[src/rtl/fbpc_pkg.sv]
package fbpc_pkg;

  typedef enum logic [1:0] {
    PM_SLEEP  = 2'd0,
    PM_STBY   = 2'd1,
    PM_ACTIVE = 2'd2
  } pmode_e;

  typedef enum logic [2:0] {
    ST_SLEEP,
    ST_TO_STBY,
    ST_STBY,
    ST_TO_ACT,
    ST_ACTIVE
  } bstate_e;

  function automatic logic [1:0] mode_of(bstate_e s);
    case (s)
      ST_SLEEP, ST_TO_STBY: return PM_SLEEP;
      ST_STBY, ST_TO_ACT:   return PM_STBY;
      default:              return PM_ACTIVE;
    endcase
  endfunction

  function automatic logic keeps_active(logic [1:0] fb);
    return fb[1];
  endfunction

endpackage

[src/rtl/fbpc_down_cnt.sv]
module fbpc_down_cnt #(
  parameter int W = 8
) (
  input  logic         clk,
  input  logic         rst,
  input  logic         load_i,
  input  logic [W-1:0] load_val_i,
  input  logic         dec_i,
  output logic         zero_o
);

  logic [W-1:0] cnt_q;

  always_ff @(posedge clk) begin
    if (rst) begin
      cnt_q <= '0;
    end else if (load_i) begin
      cnt_q <= load_val_i;
    end else if (dec_i && cnt_q != '0) begin
      cnt_q <= cnt_q - 1'b1;
    end
  end

  assign zero_o = (cnt_q == '0);

  // the controller only steps a counter that still has cycles left
  assert_no_underflow_R6: assert property (@(posedge clk) disable iff (rst)
    (dec_i && !load_i) |-> !zero_o);

endmodule

[src/rtl/flash_bank_pwr_ctrl.sv]
module flash_bank_pwr_ctrl
  import fbpc_pkg::*;
#(
  parameter int GRACE_W      = 8,
  parameter int SB_WAKE_CYC  = 8,
  parameter int ACT_WAKE_CYC = 4
) (
  input  logic               clk,
  input  logic               rst,
  input  logic               acc_req_i,
  output logic               acc_rdy_o,
  input  logic [GRACE_W-1:0] grace_i,
  input  logic [1:0]         fallback_i,
  output logic [1:0]         pwr_mode_o
);

  localparam int WAKE_MAX = (SB_WAKE_CYC > ACT_WAKE_CYC) ? SB_WAKE_CYC : ACT_WAKE_CYC;
  localparam int WCW      = $clog2(WAKE_MAX + 1);
  localparam logic [WCW-1:0] SB_LOAD  = WCW'(SB_WAKE_CYC - 1);
  localparam logic [WCW-1:0] ACT_LOAD = WCW'(ACT_WAKE_CYC - 1);

  bstate_e state_q, state_d;
  logic [1:0] mode_q;

  logic           wake_load, wake_dec, wake_zero;
  logic [WCW-1:0] wake_val;
  logic           grace_load, grace_dec, grace_zero;
  logic [GRACE_W-1:0] grace_val;
  logic           fb_on;
  bstate_e        fb_state;

  assign fb_on     = keeps_active(fallback_i);
  assign fb_state  = (fallback_i == PM_STBY) ? ST_STBY : ST_SLEEP;
  assign grace_val = (grace_i == '0) ? '0 : grace_i - 1'b1;

  fbpc_down_cnt #(.W(WCW)) wake_cnt_i (
    .clk        (clk),
    .rst        (rst),
    .load_i     (wake_load),
    .load_val_i (wake_val),
    .dec_i      (wake_dec),
    .zero_o     (wake_zero)
  );

  fbpc_down_cnt #(.W(GRACE_W)) grace_cnt_i (
    .clk        (clk),
    .rst        (rst),
    .load_i     (grace_load),
    .load_val_i (grace_val),
    .dec_i      (grace_dec),
    .zero_o     (grace_zero)
  );

  always_comb begin
    state_d    = state_q;
    wake_load  = 1'b0;
    wake_val   = SB_LOAD;
    wake_dec   = 1'b0;
    grace_load = 1'b0;
    grace_dec  = 1'b0;
    case (state_q)
      ST_SLEEP: begin
        if (acc_req_i) begin
          state_d   = ST_TO_STBY;
          wake_load = 1'b1;
          wake_val  = SB_LOAD;
        end
      end
      ST_TO_STBY: begin
        if (wake_zero) begin
          state_d   = ST_TO_ACT;
          wake_load = 1'b1;
          wake_val  = ACT_LOAD;
        end else begin
          wake_dec = 1'b1;
        end
      end
      ST_STBY: begin
        if (acc_req_i) begin
          state_d   = ST_TO_ACT;
          wake_load = 1'b1;
          wake_val  = ACT_LOAD;
        end
      end
      ST_TO_ACT: begin
        if (wake_zero) begin
          state_d    = ST_ACTIVE;
          grace_load = 1'b1;
        end else begin
          wake_dec = 1'b1;
        end
      end
      default: begin
        if (acc_req_i) begin
          if (!fb_on && grace_i == '0) begin
            state_d = fb_state;
          end else begin
            grace_load = 1'b1;
          end
        end else if (!fb_on) begin
          if (grace_zero) begin
            state_d = fb_state;
          end else begin
            grace_dec = 1'b1;
          end
        end
      end
    endcase
  end

  always_ff @(posedge clk) begin
    if (rst) begin
      state_q <= ST_SLEEP;
      mode_q  <= PM_SLEEP;
    end else begin
      state_q <= state_d;
      mode_q  <= mode_of(state_d);
    end
  end

  assign pwr_mode_o = mode_q;
  assign acc_rdy_o  = acc_req_i && (state_q == ST_ACTIVE);

  // reset leaves the bank asleep
  assert_reset_sleep_R2: assert property (@(posedge clk)
    rst |=> (pwr_mode_o == PM_SLEEP));

  // sleep never jumps straight to active
  assert_no_skip_wake_R3: assert property (@(posedge clk) disable iff (rst)
    (pwr_mode_o == PM_SLEEP) |=> (pwr_mode_o != PM_ACTIVE));

  // ready only while the bank is active
  assert_rdy_active_R5: assert property (@(posedge clk) disable iff (rst)
    acc_rdy_o |-> (pwr_mode_o == PM_ACTIVE));

  // a completed access with non-zero grace keeps the bank active next cycle
  assert_grace_hold_R6: assert property (@(posedge clk) disable iff (rst)
    (acc_rdy_o && grace_i != '0) |=> (pwr_mode_o == PM_ACTIVE));

  // an active fallback never lets the bank leave active
  assert_pinned_active_R9: assert property (@(posedge clk) disable iff (rst)
    (pwr_mode_o == PM_ACTIVE && fallback_i[1]) |=> (pwr_mode_o == PM_ACTIVE));

endmodule

[config.mk]
export PLATFORM = sky130hd
export DESIGN_NAME = flash_bank_pwr_ctrl
export DESIGN_NICKNAME = d
export VERILOG_FILES = /design/src/rtl/fbpc_pkg.sv /design/src/rtl/fbpc_down_cnt.sv /design/src/rtl/flash_bank_pwr_ctrl.sv
export SDC_FILE = /design/constraint.sdc
export NUM_CORES = 1
export LEC_CHECK = 0
export CORE_ASPECT_RATIO = 0.7
export CORE_MARGIN = 2
export CORE_UTILIZATION = 50
export CTS_BUF_LIST = sky130_fd_sc_hd__clkbuf_4 sky130_fd_sc_hd__clkbuf_8
export CTS_CLUSTER_DIAMETER = 40
export CTS_CLUSTER_SIZE = 8
export DETAILED_ROUTE_END_ITERATION = 8
export MAX_ROUTING_LAYER = met4
export PLACE_DENSITY = 0.71
export SETUP_SLACK_MARGIN = 0.1
export SLEW_MARGIN = 20
export SYNTH_ARGS = -nofsm -noshare
export SYNTH_HDL_FRONTEND = slang
export SYNTH_SLANG_ARGS = --single-unit
export TNS_END_PERCENT = 1
[constraint.sdc]
create_clock -name clk -period 6.6 [get_ports clk]
set_clock_uncertainty 0.15 [all_clocks]
set_input_delay 1.98 -clock clk [delete_from_list [all_inputs] [get_ports clk]]
set_output_delay 1.98 -clock clk [all_outputs]
set_load 0.05 [all_outputs]
# [Yosys cells after proc, flatten, opt, wreduce, memory -nomap -nowiden]
# Index checks and enable logic that the tools add are counted.
# W data, S select, Z words.
[classes] reduce_logical=20 eq_ne=8 mux=31 n_addsub=3
[ops] operator="$mux W3" count=10
[ops] operator="$mux W8" count=3
[ops] operator="$logic_not A8 Y1" count=2
[ops] operator="$sub A8 B1 Y8 const B" count=2
[ops] operator="$eq A3 B2 Y1 const B" count=4
[ops] operator="$pmux W3 S4" count=1
[ops] operator="$mux W1" count=10
[ops] operator="$mux W4" count=2
[ops] operator="$reduce_bool A8 Y1" count=1
[ops] operator="$reduce_or A2 Y1" count=4
[ops] operator="$eq A3 B1 Y1 const B" count=2
[ops] operator="$logic_not A3 Y1" count=2
[ops] operator="$pmux W3 S2" count=1
[ops] operator="$logic_and A1 B1 Y1" count=4
[ops] operator="$logic_not A4 Y1" count=1
[ops] operator="$pmux W1 S2" count=2
[ops] operator="$pmux W2 S2" count=1
[ops] operator="$reduce_bool A2 Y1" count=2
[ops] operator="$reduce_bool A4 Y1" count=1
[ops] operator="$reduce_or A4 Y1" count=1
[ops] operator="$sub A4 B1 Y4 const B" count=1
[ops] operator="$eq A3 B3 Y1 const B" count=1
[ops] operator="$reduce_or A3 Y1" count=1
[ops] operator="$eq A2 B1 Y1 const B" count=1
[ops] operator="other kinds (2)" count=2
[totals] regBits=17 in_bits=13

# [Logic depth before layout (Yosys ltp)]
# Gate-level depths: netlist of run 1.
[logic_depth] word_depth=9 mapped_depth=7 mapped_depth_nobuf=6

# [By module]
# Synthesis of run 1 repeated with hierarchy kept, for this count alone.
[unflattened] hier_cells=157 hier_area_um2=1305.0
[modules_own_cells] module="flash_bank_pwr_ctrl" area_each_um2=526.8 seq_area_each_um2=100.1 cells_each=69 instances=1
[modules_own_cells] module="fbpc_down_cnt at grace_cnt_i" area_each_um2=515.5 seq_area_each_um2=160.2 cells_each=59 instances=1
[modules_own_cells] module="fbpc_down_cnt at wake_cnt_i" area_each_um2=262.8 seq_area_each_um2=80.1 cells_each=29 instances=1

# [Least setup slack after synthesis of run 1]
# Ideal clock, no wire load.
[synth_timing] path_type="input to output" start="input acc_req_i" end="output acc_rdy_o" arrival_ns=3.091 setup_slack_ns=1.379 required_ns=4.470 path_stages=2 path_cell_list="nand2b_1 -> nor3_1"
[synth_between] elab_chain_len=1
[synth_rtl] element="from (decl)" line_no="flash_bank_pwr_ctrl.sv:10" source="input logic acc_req_i,"
[synth_rtl] element="$logic_and A1 B1 Y1" line_no="flash_bank_pwr_ctrl.sv:122" source="assign acc_rdy_o = acc_req_i && (state_q == ST_ACTIVE);"
[synth_rtl] element="to (decl)" line_no="flash_bank_pwr_ctrl.sv:11" source="output logic acc_rdy_o,"
# Every way passes these cells.

# [Final worst setup path of run 1]
# Same ends and word-level chain as after synthesis.

==> results.tsv, run 1 <==
metric	value	unit
final clock period utilization by the worst path	0.890	
diodes inserted	0	
Post-Route Setup TNS	0	ns
CTS clock-pin slew for the worst setup and hold paths	0.09	ns
post-route insts no fill	198	
TritonCTS clock tree	built	
RSZ-0062 raised after global routing	false	
number of instances in the synthesized netlist	149	
peak fanout along the critical path	8	
highest clock frequency the design can meet	170	MHz
first-pass GRT wire length	4.97	mm
worst min path class	flip-flop to flip-flop	
antenna-violating nets left	0	
kind of end point of the critical path	primary output	
number of buffers created by CTS	3	
number of H-tree levels	1	
Core ar.	2440	um2
vias in the first global route	1055	
RePlAce Congestion	0.857	
number of top-level pins	16	
Placement Rows	15	
per-cell routed wire length	15.4	um
die area	2950	um2
total number of vias	1219	
share of the core filled with cells	0.602	
cell area after technology mapping	1260	um2
worst vdd ir	0.121	mV
number of instances in the placed design	194	
TritonCTS Sinks	17	
startpoint type of the worst setup path	primary input	
total length of routed wires	3.06	mm
die height	46.1	um
Worst-Margin Slew	0.612	ns
Pre-Repair DR Iteration Count	4	
fraction of final layout cells sized beyond drive strength 1	0.104	
pin count of the biggest net entering global routing	15	
power density over the cells	174	nW/um2
signal arrival time at the worst endpoint	3.74	ns
port bufs	15	
number of antenna violations at the first check in global routing	0	
overall die width	64.1	um
# nets final	181	
warning count from the yosys run	0	
Vias/cell	6.16	
setup violation total in the final timing report	0	
syn_area_per_cell	8.49	um2
Slew headroom	0.590	
Worst EP required	4.47	ns
time the final worst path needs with I/O delays and setup	5.87	ns
total leakage power	0.504	nW
count of unresolved DRC violations after routing	0	
Yosys cell types	53	
Syn Nets	165	
Pins Over Slew Limit	0	
HPWL reported at the end of detailed placement	2.36	mm
EDFF count, synth	0	
async set or reset register ratio after synthesis	0	
cts repair resizes	0	
WS Path Type	primary input to primary output	
run status	complete, no violations	
number of register bits inferred by synthesis	17	
Clk Tree Root Cell	clkbuf_4	
residual overflow from global routing	0	
Overall Global Routing Usage	0.231	
total of max-cap violations	0	
layout overhead on the synthesized area	16.1	%
effective utilization at floorplan	0.518	
Clock Tree Buf Depth	2	
Main synth FF type	dfxtp_1	
sequential fraction of the synthesis area	0.269	
violation count after the first detailed-route iteration	97	
Final Hold Violating Endpoints	0	
worst-skew pair later-pin latency	0.29	ns
number of buffers added to fix hold violations after cts	0	
count of buffers added by post-CTS timing repair for setup	0	
[sequential cells by signal, summed over array words and instances, names as in the netlist]
signal / cells
wake_cnt_i.cnt_q: 4
state_q: 3
grace_cnt_i.cnt_q: 8
pwr_mode_o: 2
[report_power, final]
part	switching (mW)	total (mW)	internal, mW
Combinational	0.0399	0.0744	0.0345
Sequential	0.00998	0.121	0.111
Clock	0.0327	0.0603	0.0276
Total	0.0826	0.255	0.173
[critical path, cell delays in order]
cell and delay [ns]:
clkdlybuf4s50_1 0.65, nand2b_1 0.13, nor3_1 0.15, clkdlybuf4s50_1 0.83
[logic make-up after synthesis]
group	share of synthesized area
buffers and inverters	0.0504
multiplexers	0.0326
AND/OR/NAND/NOR	0.304
flip-flops	0.269
adder cells (fa/ha/maj)	0.0297
XOR/XNOR	0.0485
AO/OA/AOI/OAI	0.266
[through the flow]
| stage | power (mW) | setup slack (ns) | instance area (um2) | hold WS, ns |
|---|---|---|---|---|
| global placement | 0.193 | 0.765 | 1440 | 0.343 |
| global route | 0.269 | 0.634 | 1470 | 0.402 |
| detailed placement | 0.196 | 0.757 | 1440 | 0.364 |
| finish | 0.255 | 0.729 | 1470 | 0.375 |
| floorplan | 0.171 | 1.38 | 1260 | 0.323 |
| CTS | 0.256 | 0.739 | 1470 | 0.378 |
[cells in the final DEF (no fill, tap or decap), types with 4 or more instances in the layout]
| master | instances |
|---|---|
| a211oi_1 | 4 |
| or3_1 | 4 |
| inv_1 | 12 |
| nand3_1 | 5 |
| clkbuf_4 | 4 |
| o21ai_0 | 5 |
| a21oi_1 | 6 |
| dfxtp_1 | 17 |
| nor2_1 | 6 |
| clkdlybuf4s50_1 | 15 |
| xor2_1 | 4 |
| nand2_1 | 12 |
[path summary, 6_finish.rpt]
path                         from                   end  slack, ns  cells past startpoint
max                     acc_req_i             acc_rdy_o       0.73                      4
min          grace_cnt_i.cnt_q[1]  grace_cnt_i.cnt_q[1]       0.38                      2
max reg2reg   wake_cnt_i.cnt_q[0]  grace_cnt_i.cnt_q[4]       4.35                      6
min reg2reg  grace_cnt_i.cnt_q[1]  grace_cnt_i.cnt_q[1]       0.38                      2
[cell type report]
cell class              instances  area, um2
fillers                       230        971
multi-input cells             116        861
flip-flops and latches         17        340
repair buffers                 15        150
inverters                      12       45.0
well taps                      34       42.5
clock buffers                   4       30.0
[Yosys cell counts, types with 3 or more instances]
cell type | n | area (um2)
dfxtp_1 | 17 | 340
inv_1 | 12 | 45.0
nand2_1 | 12 | 45.0
a21oi_1 | 6 | 30.0
nor2_1 | 6 | 22.5
nand3_1 | 5 | 25.0
o21ai_0 | 5 | 25.0
a211oi_1 | 4 | 30.0
or3_1 | 4 | 25.0
xor2_1 | 4 | 35.0
buf_2 | 3 | 15.0
ha_1 | 3 | 37.5
mux2i_1 | 3 | 30.0
nand4_1 | 3 | 18.8
nor2b_1 | 3 | 18.8
nor3_1 | 3 | 15.0
nor3b_1 | 3 | 22.5
o2111ai_1 | 3 | 26.3
o22ai_1 | 3 | 18.8
xnor2_1 | 3 | 26.3
[routing by layer]
layer	share of wire	GRT usage	wire, um	up-vias
met5	0	-	0	-
met4	0.0046	0.0596	14	0
met3	0.080	0.0562	246	2
met2	0.41	0.329	1260	59
met1	0.50	0.327	1540	557
li1	-	-	-	601
Power figures use the tool's default switching activity.
==> run 2: changes to the inputs <==
PLACE_DENSITY = 0.74   (was 0.71)
clock period = 5.3 ns   (was 6.6 ns; I/O delays follow)
==> results.tsv, run 2 (synthesis results as in run 1) <==
metric	value	unit	change
run status	complete, no violations		
number of buffers added to fix hold violations after cts	0		unchanged
area used by multi-input combinational logic	861	um2	unchanged
WS Path Type	primary input to primary output		
number of instances in the placed design	194		unchanged
count of unresolved DRC violations after routing	0		unchanged
Pins Over Slew Limit	0		unchanged
final clock period utilization by the worst path	0.844		
RSZ-0062 raised after global routing	false		
crit-path cells	clkdlybuf4s50_1 -> nand2b_1 -> nor3_1 -> buf_4		
number of H-tree levels	1		unchanged
cell with the largest stage delay on the worst path	clkdlybuf4s50_1		
fraction of final layout cells sized beyond drive strength 1	0.110		+0.00610
count of buffers added by post-CTS timing repair for setup	0		unchanged
kind of end point of the critical path	primary output		
per-cell routed wire length	15.1	um	-2.1%
worst vdd ir	0.136	mV	+13%
top flop regs	grace_cnt_i.cnt_q x8, wake_cnt_i.cnt_q x4, state_q x3		
diodes inserted	0		unchanged
largest register by flop count	grace_cnt_i.cnt_q		
violation count after the first detailed-route iteration	174		+79%
startpoint type of the worst setup path	primary input		
die area	2950	um2	unchanged
total leakage power	0.505	nW	+0.27%
die height	46.1	um	unchanged
peak fanout along the critical path	8		unchanged
Post-Route Setup TNS	0	ns	unchanged
Slew headroom	0.590		-0.000955
TritonCTS Sinks	17		unchanged
beginning of the critical path	acc_req_i		
antenna-violating nets left	0		unchanged
layout overhead on the synthesized area	15.7	%	
port bufs	15		unchanged
residual overflow from global routing	0		unchanged
startpoint of the tightest hold check path	grace_cnt_i.cnt_q[1]		
Vias/cell	6.17		+0.25%
first-pass GRT wire length	4.89	mm	-1.5%
setup violation total in the final timing report	0		unchanged
Overall Global Routing Usage	0.226		-0.00450
cts repair resizes	0		unchanged
Clock Tree Buf Depth	2		unchanged
power density over the cells	217	nW/um2	+25%
total of fill cells in the finished design	242		+5.2%
number of top-level pins	16		unchanged
vias in the first global route	1025		-2.8%
Core ar.	2440	um2	unchanged
smallest hold slack	0.374	ns	-0.00164 ns
CTS clock-pin slew for the worst setup and hold paths	0.11	ns	+0.02 ns
number of buffers created by CTS	3		unchanged
most common cell after layout, fill and taps aside	dfxtp_1		
highest clock frequency the design can meet	224	MHz	
TritonCTS clock tree	built		
# nets final	181		unchanged
number of antenna violations at the first check in global routing	0		unchanged
Worst EP required	3.56	ns	-0.91 ns
time the final worst path needs with I/O delays and setup	4.47	ns	
Clk Tree Root Cell	clkbuf_4		
number of flip-flops under the largest register name	8		unchanged
register area	340	um2	unchanged
Worst R2R Start	wake_cnt_i.cnt_q[0]		
Worst-Margin Slew	0.614	ns	+0.00143 ns
highest-count cells in the layout ignoring fill and taps	dfxtp_1, clkdlybuf4s50_1, inv_1, nand2_1		
post-route insts no fill	198		unchanged
total of max-cap violations	0		unchanged
Final Hold Violating Endpoints	0		unchanged
pin count of the biggest net entering global routing	15		unchanged
total number of vias	1222		+0.25%
Placement Rows	15		unchanged
worst-skew pair later-pin latency	0.31	ns	+0.02 ns
effective utilization at floorplan	0.518		unchanged
delay of the slowest cell on the worst path	0.64	ns	-0.19 ns
Pre-Repair DR Iteration Count	4		unchanged
HPWL reported at the end of detailed placement	2.27	mm	-4.0%
total length of routed wires	2.99	mm	-2.1%
worst min path class	flip-flop to flip-flop		
RePlAce Congestion	0.899		+4.9%
overall die width	64.1	um	unchanged
setup slack of the worst register-to-register path	3.02	ns	-1.33 ns
signal arrival time at the worst endpoint	2.73	ns	-1.01 ns
## run 2: power by group
part	total (mW)	switching, mW	leakage (nW)	internal [mW]
logic	0.0932	0.0502	0.349	0.0431
registers	0.150	0.0118	0.139	0.138
clock network	0.0745	0.0463	0.0177	0.0282
## run 2: per-stage QoR
step	area, um2	total power [mW]	utilization	worst slack, ns
after floorplan	1260	0.213	-	0.859
after global placement	1440	0.241	0.589	0.854
after detailed placement	1440	0.244	0.589	0.834
after CTS	1460	0.316	0.600	0.830
after global routing	1460	0.335	0.600	0.760
final	1460	0.317	0.600	0.828
## run 2: cell type report
class,count,area share
clock buffer,3,0.0154
clock inverter,1,0.00342
sequential,17,0.232
timing repair buffer,15,0.101
multi-input combinational,116,0.588
inverter,12,0.0308
tap,34,0.0291
## run 2: final timing paths
path / end / depth (start not counted)
max: acc_rdy_o / 4
min: grace_cnt_i.cnt_q[1] / 2
max reg2reg: grace_cnt_i.cnt_q[2] / 6
min reg2reg: grace_cnt_i.cnt_q[1] / 2
## run 2: layer usage
metal | vias to the layer above | track usage | wire length, um
met2 | 57 | 0.302 | 1230
met3 | 7 | 0.0513 | 213
met4 | 0 | 0.0766 | 50
met1 | 548 | 0.332 | 1490
met5 | - | - | 0
li1 | 610 | - | -
## run 2: critical path, delay by kind of cell
| family | cells | cell delay (ns) |
|---|---|---|
| and+or+nand+nor | 2 | 0.28 |
| buffers and inverters | 2 | 0.86 |
==> run 3: changes to the inputs <==
clock period = 3.85 ns   (was 5.3 ns; I/O delays follow)
==> results.tsv, run 3 (synthesis results as in run 1) <==
metric	value	unit	change
switching power of the nets	0.149	mW	+37%
number of antenna violations at the first check in global routing	0		unchanged
CP endpoint	acc_rdy_o		
CTS clock-pin slew for the worst setup and hold paths	0.12	ns	about the same
number of top-level pins	16		unchanged
total leakage power	0.517	nW	+2.4%
TritonCTS Sinks	17		unchanged
Overall Global Routing Usage	0.219		-0.00694
Pre-Repair DR Iteration Count	4		unchanged
antenna-violating nets left	0		unchanged
Clock Tree Buf Depth	2		unchanged
Final Hold Violating Endpoints	0		unchanged
internal power of the cells	0.289	mW	+38%
peak fanout along the critical path	3		-5
power density over the cells	294	nW/um2	+35%
Worst R2R Start	wake_cnt_i.cnt_q[0]		
time the final worst path needs with I/O delays and setup	3.51	ns	
count of unresolved DRC violations after routing	0		unchanged
most common cell after layout, fill and taps aside	dfxtp_1		
diodes inserted	0		unchanged
layout overhead on the synthesized area	17.9	%	
area of all placed cells without fillers	1490	um2	+1.9%
number of H-tree levels	1		unchanged
share of the core filled with cells	0.611		+0.0113
final clock period utilization by the worst path	0.911		
Vias/cell	6.05		-2.1%
HPWL reported at the end of detailed placement	2.25	mm	-1.1%
proportion of power drawn by flip-flops and latches	0.472		about the same
RSZ-0062 raised after global routing	false		
setup slack of the worst register-to-register path	1.65	ns	-1.37 ns
WS Path Type	primary input to primary output		
number of cell instances on the worst register-to-register path	6		unchanged
TritonCTS clock tree	built		
Pins Over Slew Limit	0		unchanged
Post-Route Setup TNS	0	ns	unchanged
highest-count cells in the layout ignoring fill and taps	dfxtp_1, clkdlybuf4s50_1, inv_1, nand2_1		
Clk Tree Root Cell	clkbuf_4		
setup violation total in the final timing report	0		unchanged
largest register by flop count	grace_cnt_i.cnt_q		
count of buffers added by post-CTS timing repair for setup	0		unchanged
pin count of the biggest net entering global routing	15		unchanged
signal arrival time at the worst endpoint	2.20	ns	-0.53 ns
die height	46.1	um	unchanged
overall die width	64.1	um	unchanged
fraction of power consumed by the clock network	0.234		about the same
Placement Rows	15		unchanged
fraction of final layout cells sized beyond drive strength 1	0.120		+0.0107
number of buffers created by CTS	3		unchanged
RePlAce Congestion	0.873		-2.8%
Slew headroom	0.667		+0.0777
highest clock frequency the design can meet	285	MHz	
top flop regs	grace_cnt_i.cnt_q x8, wake_cnt_i.cnt_q x4, state_q x3		
die area	2950	um2	unchanged
Worst-Margin Slew	0.495	ns	-0.119 ns
port bufs	15		unchanged
combinational power share	0.294		about the same
total length of routed wires	2.90	mm	-3.2%
violation count after the first detailed-route iteration	133		-24%
Core ar.	2440	um2	unchanged
post-placement cell area	1460	um2	+1.9%
vias in the first global route	1014		-1.1%
first-pass GRT wire length	4.83	mm	-1.3%
run status	complete, no violations		
Worst EP required	2.54	ns	-1.02 ns
worst-skew pair later-pin latency	0.31	ns	about the same
switching power as a share of total power	0.340		-0.00132
residual overflow from global routing	0		unchanged
# nets final	183		+1.1%
cts repair resizes	0		unchanged
startpoint type of the worst setup path	primary input		
total of fill cells in the finished design	227		-6.2%
worst vdd ir	0.153	mV	+13%
total number of vias	1209		-1.1%
number of buffers added to fix hold violations after cts	0		unchanged
number of flip-flops under the largest register name	8		unchanged
total of max-cap violations	0		unchanged
worst min path class	flip-flop to flip-flop		
beginning of the critical path	acc_req_i		
effective utilization at floorplan	0.518		unchanged
capture instance of the worst register-to-register path	grace_cnt_i.cnt_q[6]		
per-cell routed wire length	14.5	um	-4.2%
kind of end point of the critical path	primary output		
## run 3: cell count changes in the layout (fill, tap and decap cells not counted), sizes merged
cell  change
buf       +2
## run 3: how the worst min path moves through the flow
stage                    startpoint                   end  slack (ns)  cells past startpoint
4_1_cts        grace_cnt_i.cnt_q[1]  grace_cnt_i.cnt_q[1]        0.38                      2
3_3_place_gp   grace_cnt_i.cnt_q[1]  grace_cnt_i.cnt_q[1]        0.35                      2
5_1_grt        grace_cnt_i.cnt_q[1]  grace_cnt_i.cnt_q[1]        0.42                      2
2_1_floorplan  grace_cnt_i.cnt_q[1]  grace_cnt_i.cnt_q[1]        0.32                      2
6_report       grace_cnt_i.cnt_q[1]  grace_cnt_i.cnt_q[1]        0.38                      2
3_5_place_dp   grace_cnt_i.cnt_q[1]  grace_cnt_i.cnt_q[1]        0.36                      2
## run 3: through the flow
stage | setup WS [ns] | power [mW] | std cells | hold slack (ns)
floorplan | 0.279 | 0.293 | 149 | 0.323
global route | 0.263 | 0.462 | 200 | 0.421
global placement | 0.358 | 0.333 | 196 | 0.350
detailed placement | 0.353 | 0.338 | 196 | 0.359
finish | 0.344 | 0.438 | 200 | 0.381
CTS | 0.346 | 0.439 | 200 | 0.378
## run 3: routing by layer
metal | GRT usage | routed length [um]
met1 | 0.337 | 1510
met2 | 0.290 | 1190
met3 | 0.0465 | 178
met4 | 0.0426 | 9
met5 | - | 0
## run 3: power groups by stage
stage	logic, mW	clock network (mW)	registers, mW
floorplan	0.0823	0	0.211
global placement	0.124	0	0.209
detailed placement	0.127	0	0.210
CTS	0.128	0.104	0.206
global route	0.141	0.112	0.209
finish	0.129	0.103	0.207
## run 3: layout make-up
cell class,count,area [um2],area share
flip-flops and latches,17,340,0.228
clock buffers,3,22.5,0.0151
multi-input cells,116,861,0.577
well taps,34,42.5,0.0285
repair buffers,17,175,0.117
clock inverters,1,5.00,0.00336
inverters,12,45.0,0.0302
## run 3: worst max-delay path: stages
cell             delay (ns)
clkdlybuf4s50_1        0.48
nand2b_1               0.09
nor3_1                 0.29
buf_12                 0.19
